### src/rtl/fsg_pkg.sv
package fsg_pkg;
  typedef enum logic {
    CFG_REGION = 1'b0,
    CFG_LEVEL  = 1'b1
  } cfg_sel_e;

  typedef enum logic {
    GATE_INCLUDE = 1'b0,
    GATE_EXCLUDE = 1'b1
  } gate_mode_e;
endpackage

### src/rtl/fsg_cfg_regs.sv
module fsg_cfg_regs #(
  parameter int DEC_N = 16,
  parameter int RNG_N = 8,
  parameter int LVL_W = 8,
  localparam int CFG_W = DEC_N + RNG_N + 1
) (
  input  logic                clk_i,
  input  logic                rst_ni,
  input  logic                we_i,
  input  logic                addr_i,
  input  logic [CFG_W-1:0]    wdata_i,
  output logic [LVL_W-1:0]    level_o,
  output logic [DEC_N-1:0]    dec_mask_o,
  output logic [RNG_N-1:0]    rng_mask_o,
  output fsg_pkg::gate_mode_e mode_o
);
  import fsg_pkg::*;

  localparam int RNG_LSB  = DEC_N;
  localparam int MODE_BIT = DEC_N + RNG_N;

  always_ff @(posedge clk_i or negedge rst_ni) begin
    if (!rst_ni) begin
      level_o    <= '0;
      dec_mask_o <= '0;
      rng_mask_o <= '0;
      mode_o     <= GATE_INCLUDE;
    end else if (we_i) begin
      if (cfg_sel_e'(addr_i) == CFG_LEVEL) begin
        level_o <= wdata_i[LVL_W-1:0];
      end else begin
        dec_mask_o <= wdata_i[DEC_N-1:0];
        rng_mask_o <= wdata_i[RNG_LSB +: RNG_N];
        mode_o     <= gate_mode_e'(wdata_i[MODE_BIT]);
      end
    end
  end
endmodule

### src/rtl/fsg_region.sv
module fsg_region #(
  parameter int DEC_N = 16,
  parameter int RNG_N = 8
) (
  input  logic [DEC_N-1:0]    dec_match_i,
  input  logic [DEC_N-1:0]    dec_mask_i,
  input  logic [RNG_N-1:0]    rng_match_i,
  input  logic [RNG_N-1:0]    rng_mask_i,
  input  fsg_pkg::gate_mode_e mode_i,
  output logic                permit_o
);
  import fsg_pkg::*;

  localparam int SRC_N = DEC_N + RNG_N;

  logic [SRC_N-1:0] sel_hit;
  logic             hit;

  // one qualified hit per source, decoders in the low lanes
  for (genvar i = 0; i < SRC_N; i++) begin : g_src
    if (i < DEC_N) begin : g_dec
      assign sel_hit[i] = dec_match_i[i] & dec_mask_i[i];
    end else begin : g_rng
      assign sel_hit[i] = rng_match_i[i-DEC_N] & rng_mask_i[i-DEC_N];
    end
  end

  assign hit      = |sel_hit;
  assign permit_o = (mode_i == GATE_EXCLUDE) ? ~hit : hit;
endmodule

### src/rtl/fsg_thresh.sv
module fsg_thresh #(
  parameter int LVL_W = 8
) (
  input  logic [LVL_W-1:0] free_i,
  input  logic [LVL_W-1:0] level_i,
  output logic             low_o
);
  assign low_o = free_i < level_i;
endmodule

### src/rtl/fifo_stall_gate.sv
module fifo_stall_gate #(
  parameter int DEC_N = 16,
  parameter int RNG_N = 8,
  parameter int LVL_W = 8,
  localparam int CFG_W = DEC_N + RNG_N + 1
) (
  input  logic             clk_i,
  input  logic             rst_ni,
  input  logic [LVL_W-1:0] free_bytes_i,
  input  logic [DEC_N-1:0] dec_match_i,
  input  logic [RNG_N-1:0] rng_match_i,
  input  logic             cfg_we_i,
  input  logic             cfg_addr_i,
  input  logic [CFG_W-1:0] cfg_wdata_i,
  output logic             stall_o
);
  import fsg_pkg::*;

  logic [LVL_W-1:0] level_q;
  logic [DEC_N-1:0] dec_mask_q;
  logic [RNG_N-1:0] rng_mask_q;
  gate_mode_e       mode_q;
  logic             permit;
  logic             low;
  logic             stall_q;

  fsg_cfg_regs #(.DEC_N(DEC_N), .RNG_N(RNG_N), .LVL_W(LVL_W)) i_cfg (
    .clk_i      (clk_i),
    .rst_ni     (rst_ni),
    .we_i       (cfg_we_i),
    .addr_i     (cfg_addr_i),
    .wdata_i    (cfg_wdata_i),
    .level_o    (level_q),
    .dec_mask_o (dec_mask_q),
    .rng_mask_o (rng_mask_q),
    .mode_o     (mode_q)
  );

  fsg_region #(.DEC_N(DEC_N), .RNG_N(RNG_N)) i_region (
    .dec_match_i (dec_match_i),
    .dec_mask_i  (dec_mask_q),
    .rng_match_i (rng_match_i),
    .rng_mask_i  (rng_mask_q),
    .mode_i      (mode_q),
    .permit_o    (permit)
  );

  fsg_thresh #(.LVL_W(LVL_W)) i_thresh (
    .free_i  (free_bytes_i),
    .level_i (level_q),
    .low_o   (low)
  );

  always_ff @(posedge clk_i or negedge rst_ni) begin
    if (!rst_ni) stall_q <= 1'b0;
    else         stall_q <= low & permit;
  end

  assign stall_o = stall_q;
endmodule

### config.mk
export PLATFORM = sky130hd
export DESIGN_NAME = fifo_stall_gate
export DESIGN_NICKNAME = d
export VERILOG_FILES = /design/src/rtl/fsg_pkg.sv /design/src/rtl/fsg_cfg_regs.sv /design/src/rtl/fsg_region.sv /design/src/rtl/fsg_thresh.sv /design/src/rtl/fifo_stall_gate.sv
export SDC_FILE = /design/constraint.sdc
export NUM_CORES = 1
export LEC_CHECK = 0
export BUFFER_PORTS_ARGS = -buffer_cell sky130_fd_sc_hd__buf_2
export CAP_MARGIN = 20
export CORE_MARGIN = 5
export CORE_UTILIZATION = 48
export DETAILED_ROUTE_END_ITERATION = 10
export MAX_ROUTING_LAYER = met4
export PLACE_DENSITY = 0.8
export SLEW_MARGIN = 40
export SYNTH_ARGS = -nofsm -noshare
export SYNTH_HDL_FRONTEND = slang
export SYNTH_SLANG_ARGS = --single-unit
export TNS_END_PERCENT = 100
### constraint.sdc
create_clock -name clk_i -period 1.85 [get_ports clk_i]
set_input_delay 0.2775 -clock clk_i [delete_from_list [all_inputs] [get_ports clk_i]]
set_output_delay 0.2775 -clock clk_i [all_outputs]
set_load 0.005 [all_outputs]
Yosys cells after proc, flatten, opt, wreduce, memory -nomap -nowiden
Index checks and enable logic that the tools add are counted.
{"block": "totals", "reg_bits": 34, "ram_bits": 0, "memories": 0, "rom_bits": 0, "wordCells": 37, "input_bits": 61, "out_inout_bits": 1, "latch_bits": 0}
{"block": "op_classes", "mux": 1, "shifts": 0, "bitwise": 27, "reduce_logical": 3, "n_mul": 0, "order_cmp": 1, "add_sub_neg": 0, "eq_ne": 0, "div_mod_pow": 0}
{"operator": "bitwise AND 1 bit", "n": 25}
{"operator": "OR reduction 24 bit", "n": 1}
{"operator": "< comparator 8 bit", "n": 1}
{"operator": "AND reduction 2 bit", "n": 2}
{"operator": "inverter 1 bit", "n": 2}
{"operator": "two-way mux 1 bit", "n": 1}

Depth between registers and ports, before layout
Gate-level depths: netlist of run 1.
{"block": "depth", "ltp_word": 5, "ltp_mapped": 6, "depth_no_buf": 6}

Cells and area by module
From an unflattened synthesis of run 1, not the netlist that was laid out.
{"block": "unflattened", "hier_cells": 115, "hier_area_um2": 1664.1}
{"module": "fsg_cfg_regs", "area_per_inst_um2": 1323.8, "seq_area_each_um2": 825.8, "n_inst": 1, "cells_each": 71}
{"module": "fsg_thresh", "area_per_inst_um2": 176.4, "seq_area_each_um2": 0.0, "n_inst": 1, "cells_each": 25}
{"module": "fsg_region", "area_per_inst_um2": 132.6, "seq_area_each_um2": 0.0, "n_inst": 1, "cells_each": 17}
{"module": "fifo_stall_gate", "area_per_inst_um2": 31.3, "seq_area_each_um2": 25.0, "n_inst": 1, "cells_each": 2}

Least setup slack after synthesis of run 1
No wires, ideal clock.
{"block": "synth_timing", "path_kind": "reg-to-reg", "start": "register i_cfg.level_o[1]", "end": "register stall_q, in the netlist stall_o", "stages_incl_launch_ff": 6, "synth_period_minus_slack_ps": 1337, "slack_ps": 513, "path_buffers": 0, "setup_ps": 101, "arrival_time_ps": 1236, "required_time_ps": 1749, "path_cell_list": "dfrtp_1 -> inv_1 -> ha_1 -> a2111oi_4 -> nor3_1 -> nor4_1"}
{"block": "synth_between", "elab_chain_cells": 2}
{"item": "start, declared", "line": "fsg_cfg_regs.sv:12", "source": "output logic [LVL_W-1:0] level_o,"}
{"item": "start signal, assigned", "line": "fsg_cfg_regs.sv:30", "source": "level_o <= wdata_i[LVL_W-1:0];"}
{"item": "< comparator 8 bit", "line": "fsg_thresh.sv:8", "source": "assign low_o = free_i < level_i;"}
{"item": "bitwise AND 1 bit", "line": "fifo_stall_gate.sv:56", "source": "else stall_q <= low & permit;"}
{"item": "end signal, assigned", "line": "fifo_stall_gate.sv:56"}
{"item": "end, declared", "line": "fifo_stall_gate.sv:25", "source": "logic stall_q;"}
No other way between the ends.
A chain may end at the register's enable or synchronous reset.

Final worst setup path of run 1
Ends and elaborated chain as after synthesis.

==> impl_results.md, run 1 <==
* Status: finished, final reports clean
* Routed wire length at 3316 um
* Number of fill cells in the layout at 270
* Via-to-Cell Ratio at between 5 and 6
* Period Utilization, post-route at 0.7944
* Worst path arrival time at 1.71 ns
* DR vias at approximately 1100
* Setup repair bufs after CTS at 0
* Area growth, synth to finish at 29.15%
* Sw frac at 0.2489
* Initial Util at 0.5077
* CTS tree: done
* Slew at the pin closest to its max-slew limit at 0.4156 ns
* Hold crit path type: primary input to flop
* Vias in the first global route at ~1200
* Reg clk slew, reported paths at about 0.1 ns
* Per-cell routed wire length at 14.67 um
* Maximum VDD drop at 555.9 uV
* Sink Count at 34
* Placed Cells incl. Taps at 217
* Slew Limit Fails at 0
* Register share of total power at 0.523
* Critical path fanouts, max at 2
* Setup TNS at 0 ns
* Layout cells sized above 1 at 0.5659
* Final setup slack of the worst path at 0.3804 ns
* Total grt overflow at 0
* CTS Buf Count at 5
* Final HPWL DP at ~2600 um
* Post-route DRC violation count at 0
* Final Hold Vio Count at 0
* Die Height at 67.29 um
* Remaining antenna violation count after routing at 0
* Global Route Usage Sum at 0.1758
* Site Rows at 20
* Internal Power at 1.316 mW
* Synth Warn # at 0
* Setup violations, final at 0
* Initial antenna violation count at 0
* Final net count at between 200 and 250
* Post-synthesis sequential area ratio at 0.5401
* Fin crit period at approximately 1.5 ns
* Drt pass-1 iters at 4
* Syn avg cell area at 13.82 um^2
* Slew headroom at 0.7229
* Multi-input logic area at 685.7 um^2
* Max Cap Viol at 0
* H-tree depth at 2
* Gp weighted congestion at 0.7334
* ANT cells at 0
* Worst skew pair latency at 0.34 ns
* Fmax at 680.5 MHz
* Layout Cells excl Fill at around 230
* FF+latch area at 850.8 um^2
* Post-Syn Instances at between 100 and 150
* Required time of the critical path at between 2 and 2.5 ns
* Static leakage at 0.9827 nW
* Die area at around 0.0045 mm^2
* Crit Path Category: flop to flop
* RSZ-0062 raised after global routing: no
* Die width at 67.29 um
* Root Driver: clkbuf_4
* Comb power frac at 0.193
* Mapped Area at roughly 0.0016 mm^2
* Dpl ws at 0.3992 ns
* Post-Syn Nets at 182
* Reg2Reg Setup Slack at 0.38 ns
* Largest net degree at the start of global routing at 35
* Placeable Area at 0.003103 mm^2
* Fin Clk Skew at 0.01129 ns
* 1st-iter DRT viols at 19
* Net Switching at 0.4361 mW
* Power per cell area at around 860 mW/mm^2
* Crit end category: flop
* Synth Register Bits at 34
* Clock power frac at 0.284
* Final core occ at 0.6556
* Synth unique cells at 18
* Clock buffer depth at 2
* # IOs at 62
* Critical Path Start Type: flop
* First-pass GRT wire length at 5464 um
* I/O Buffers at 61
==> Yosys cell counts <==
library cell | n | area [um^2]
nor3_1 | 2 | 10.01
nand2b_4 | 1 | 13.76
o21ai_0 | 2 | 10.01
buf_2 | 3 | 15.01
nor2b_1 | 1 | 6.260
nand2_1 | 2 | 7.510
inv_1 | 7 | 26.28
nand4_1 | 3 | 18.77
mux2_2 | 30 | 337.8
mux2_1 | 3 | 33.78
o31a_1 | 1 | 8.760
dfrtp_1 | 34 | 850.8
ha_1 | 7 | 87.58
a2111oi_4 | 1 | 27.53
and4_1 | 1 | 8.760
a21oi_1 | 2 | 10.01
nor4_1 | 2 | 12.51
a22oi_1 | 12 | 90.09
==> state kept, by name, indices dropped and copies added (netlist names) <==
signal	flops
i_cfg.dec_mask_o	16
i_cfg.level_o	8
i_cfg.rng_mask_o	8
i_cfg.mode_o	1
stall_o	1
==> power groups by stage <==
stage / Sequential, mW / Combinational (mW) / Clock, mW
3_5_place_dp: 0.931 / 0.340 / 0
5_1_grt: 0.932 / 0.381 / 0.559
4_1_cts: 0.917 / 0.342 / 0.515
3_3_place_gp: 0.921 / 0.320 / 0
6_report: 0.916 / 0.338 / 0.498
2_1_floorplan: 0.909 / 0.216 / 0
==> kinds of logic (layout without fill, tap and decap cells) <==
| family | Yosys count | in the layout | synth area share |
|---|---|---|---|
| AND/OR/NAND/NOR | 12 | 12 | 0.04925 |
| buffers and inverters | 10 | 78 | 0.02621 |
| flip-flops | 34 | 34 | 0.5401 |
| AO/OA/AOI/OAI | 18 | 18 | 0.09294 |
| adder cells (fa/ha/maj) | 7 | 7 | 0.05560 |
| multiplexers | 33 | 33 | 0.2359 |
==> layout make-up <==
type                       count  share of cell area
tap                           44             0.02706
clock buffer                   8             0.03875
sequential                    34              0.4182
multi-input combinational     70              0.3370
inverter                       7             0.01292
timing repair buffer          63              0.1661
==> worst max-delay path, cell delays in order (launching register included) <==
cell and delay, ns:
dfrtp_1 0.37, inv_1 0.05, ha_1 0.30, a2111oi_4 0.29
nor3_1 0.09, nor4_1 0.28
==> metrics by stage <==
step | total power [mW] | area [um^2] | hold slack (ns)
2_1_floorplan | 1.125 | 1575 | -0.01809
3_3_place_gp | 1.241 | 1943 | 0.3651
3_5_place_dp | 1.271 | 1943 | 0.3795
4_1_cts | 1.774 | 2022 | 0.004933
5_1_grt | 1.872 | 2034 | 0.1351
6_report | 1.752 | 2034 | 0.1596
==> placed cells by master (no fill, tap or decap) <==
cell type / n
nand2_1: 2
mux2_1: 3
buf_12: 1
o31a_1: 1
o21ai_0: 2
clkbuf_4: 5
nor4_1: 2
a21oi_1: 2
nor3_1: 2
nor2b_2: 1
clkbuf_8: 3
buf_4: 1
nand4_1: 3
and4_1: 1
ha_1: 7
a2111oi_4: 1
buf_2: 60
dlygate4sd3_1: 1
inv_1: 7
nand2b_4: 1
mux2_2: 30
a22oi_1: 12
dfrtp_1: 34
==> worst paths after layout <==
check                                      from                    to  cells past startpoint
max                            i_cfg.level_o[1]               stall_o                      5
min                             cfg_wdata_i[10]  i_cfg.dec_mask_o[10]                      2
min in group asynchronous                rst_ni   i_cfg.dec_mask_o[7]                      2
max in group asynchronous                rst_ni   i_cfg.dec_mask_o[3]                      2
max reg2reg                    i_cfg.level_o[1]               stall_o                      5
min reg2reg                i_cfg.dec_mask_o[10]  i_cfg.dec_mask_o[10]                      1
==> routing by layer <==
layer | global-route usage | vias to the layer above | part of all wire
met5 | - | - | 0
met2 | 0.2822 | 32 | 0.53
met4 | 0.08354 | 0 | 0.024
met1 | 0.1953 | 548 | 0.40
met3 | 0.06156 | 8 | 0.051
li1 | - | 560 | -
==> timing repair <==
item                                   CTS  global route
endpoints found under the hold margin    0            34
hold buffers                             0             1
gates resized for setup                  0             0
Note: power is estimated with default switching activity, not from simulation.
==> run 2, diff against run 1 <==
Settings changed: CORE_UTILIZATION 48 to 43, PLACE_DENSITY 0.8 to 0.76.
Clock period 1.85 ns to 1.26 ns, I/O delays scaled along.
==> impl_results.md, run 2 (synthesis gave the netlist of run 1 again) <==
* CTS tree: done
* Root Driver: clkbuf_8
* Site Rows at 22 (+10%)
* Failing checks: negative setup slack
* Maximum VDD drop at 684.0 uV (+23%)
* Reg clk slew, reported paths at 0.07 ns (-0.03 ns)
* Buf/Inv on CP at 0 (-1)
* Layout cells sized above 1 at 0.6417 (+0.07578)
* Biggest registers after layout: i_cfg.dec_mask_o (16), i_cfg.level_o (8), i_cfg.rng_mask_o (8)
* CP cell instances: a22oi_1, nand4_1, o31a_1, nor4_4
* Setup crit start: i_cfg.dec_mask_o[8]
* H-tree depth at 2 (unchanged)
* Final net count at 254 (+2.0%)
* Placeable Area at 0.003606 mm^2 (+16%)
* Fmax at 664.8 MHz (-2.3%)
* Hold crit path type: primary input to flop
* RSZ-0062 raised after global routing: yes
* Die Height at 70.53 um (+4.8%)
* Gp weighted congestion at 0.8087 (+10%)
* Crit Path Category: flop to flop
* Final HPWL DP at 2744 um (+4.3%)
* Critical Path Start Type: flop
* Max FFs per register at 16 (unchanged)
* ANT cells at 0 (unchanged)
* Max stage delay on crit path at 0.38 ns (about the same)
* Sink Count at 34 (unchanged)
* Post-route DRC violation count at 0 (unchanged)
* 1st-iter DRT viols at 15 (-4)
* Max Cap Viol at 0 (unchanged)
* Fin Clk Skew at 0.006248 ns (-0.005039 ns)
* Via-to-Cell Ratio at 5.030 (-0.98%)
* Worst path arrival time at 1.68 ns (-0.03 ns)
* Critical path fanouts, max at 2 (unchanged)
* Slew at the pin closest to its max-slew limit at 0.4435 ns (+0.02792 ns)
* Per-cell routed wire length at 15.46 um (+5.4%)
* Required time of the critical path at 1.43 ns (-0.66 ns)
* Setup violations, final at 1 (+1)
* Number of fill cells in the layout at 302 (+12%)
* I/O Buffers at 61 (unchanged)
* # IOs at 62 (unchanged)
* Slew headroom at 0.7012 (-0.02174)
* Routed wire length at 3634 um (+9.6%)
* Area growth, synth to finish at 38.76%
* Reg2reg start: i_cfg.dec_mask_o[8]
* Status: complete, but fails checks
* Die width at 70.53 um (+4.8%)
* Crit end category: flop
* Setup TNS at -0.2442 ns (-0.2442 ns)
* Remaining antenna violation count after routing at 0 (unchanged)
* Worst skew pair latency at 0.28 ns (-0.06 ns)
* Period Utilization, post-route at 1.194 (+0.3995)
* Total grt overflow at 0 (unchanged)
* Slowest CP cell: dfrtp_1
* First-pass GRT wire length at 5568 um (+1.9%)
* Fin crit period at 1.504 ns (+0.03463 ns)
* Most frequent cells in the layout: buf_2, dfrtp_1, mux2_2
* Initial Util at 0.4368 (-0.07081)
* Dpl ws at -0.2076 ns (-0.6068 ns)
* CTS Buf Count at 5 (unchanged)
* Top Family by Delay on Critical Path: compound AO/OA/AOI/OAI gates
* Vias in the first global route at 1243 (+3.0%)
* Largest net degree at the start of global routing at 35 (unchanged)
* Most flops, register: i_cfg.dec_mask_o
* Power per cell area at 1308 mW/mm^2 (+52%)
* Clock buffer depth at 2 (unchanged)
* Slew Limit Fails at 0 (unchanged)
* Global Route Usage Sum at 0.1476 (-0.02816)
* Hold_sp: cfg_wdata_i[10]
* Initial antenna violation count at 0 (unchanged)
* Final Hold Vio Count at 0 (unchanged)
* Static leakage at 1.032 nW (+5.0%)
* Drt pass-1 iters at 4 (unchanged)
* DR vias at 1182 (+3.0%)
* Final setup slack of the worst path at -0.2442 ns (-0.6246 ns)
* Most common library cell in the layout ignoring fill and taps: buf_2
* Fin Hold WS at 0.1169 ns (-0.04266 ns)
* Die area at 0.004974 mm^2 (+9.9%)
[run 2: cell count changes in the layout (fill, tap and decap cells not counted)]
| cell | before | now |
|---|---|---|
| clkbuf_8 | 3 | 8 |
| nor4_1 | 2 | 0 |
| nor4_4 | 0 | 2 |
| buf_4 | 1 | 5 |
| a22oi_1 | 12 | 3 |
| buf_2 | 60 | 61 |
| clkbuf_4 | 5 | 0 |
| nor3_2 | 0 | 1 |
| a22oi_2 | 0 | 9 |
| nor3_1 | 2 | 1 |
[run 2: final cells by class]
type	count	area, um^2	area share
sequential	34	850.8	0.3892
clock buffer	8	110.1	0.05037
timing repair buffer	68	372.9	0.1706
inverter	7	26.28	0.01202
tap	48	60.06	0.02748
multi-input combinational	70	765.7	0.3503
[run 2: report_power, final]
part	internal, mW	switching, mW	total [mW]
combinational	0.341	0.236	0.577
sequential	1.26	0.105	1.36
clock	0.551	0.370	0.922
[run 2: timing repair]
action	in CTS	in global routing
gates resized for setup	1	13
buffers inserted	0	2
hold buffers	1	0
setup endpoints to repair	1	1
hold endpoints to repair	34	0
pin swaps	2	5
[run 2: worst register-to-register path: stages, from the launching register on]
cell and delay [ns]:
dfrtp_1 0.38, a22oi_1 0.18, nand4_1 0.17, o31a_1 0.35, nor4_4 0.32
[run 2: per-stage QoR]
step,util,area (um^2),instances,power [mW]
floorplan,-,1575,114,1.653
global placement,0.5465,1971,224,1.838
global route,0.6062,2186,235,3.003
finish,0.6062,2186,235,2.860
CTS,0.5815,2097,233,2.805
detailed placement,0.5465,1971,224,1.879
[run 2: layer usage]
metal | vias to the layer above | track usage | part of all wire
li1 | 566 | - | -
met1 | 576 | 0.1732 | 0.40
met2 | 35 | 0.2380 | 0.53
met3 | 5 | 0.04460 | 0.051
met4 | 0 | 0.05532 | 0.014
met5 | - | - | 0
[run 2: path summary, 6_finish.rpt]
path                                         to  slack (ns)  depth (start not counted)
max                                     stall_o       -0.24                          4
max reg2reg                             stall_o       -0.24                          4
min in group asynchronous  i_cfg.dec_mask_o[14]        0.47                          3
max in group asynchronous   i_cfg.rng_mask_o[7]        0.49                          3
min reg2reg                    i_cfg.level_o[3]        0.51                          1
min                        i_cfg.dec_mask_o[10]        0.12                          2
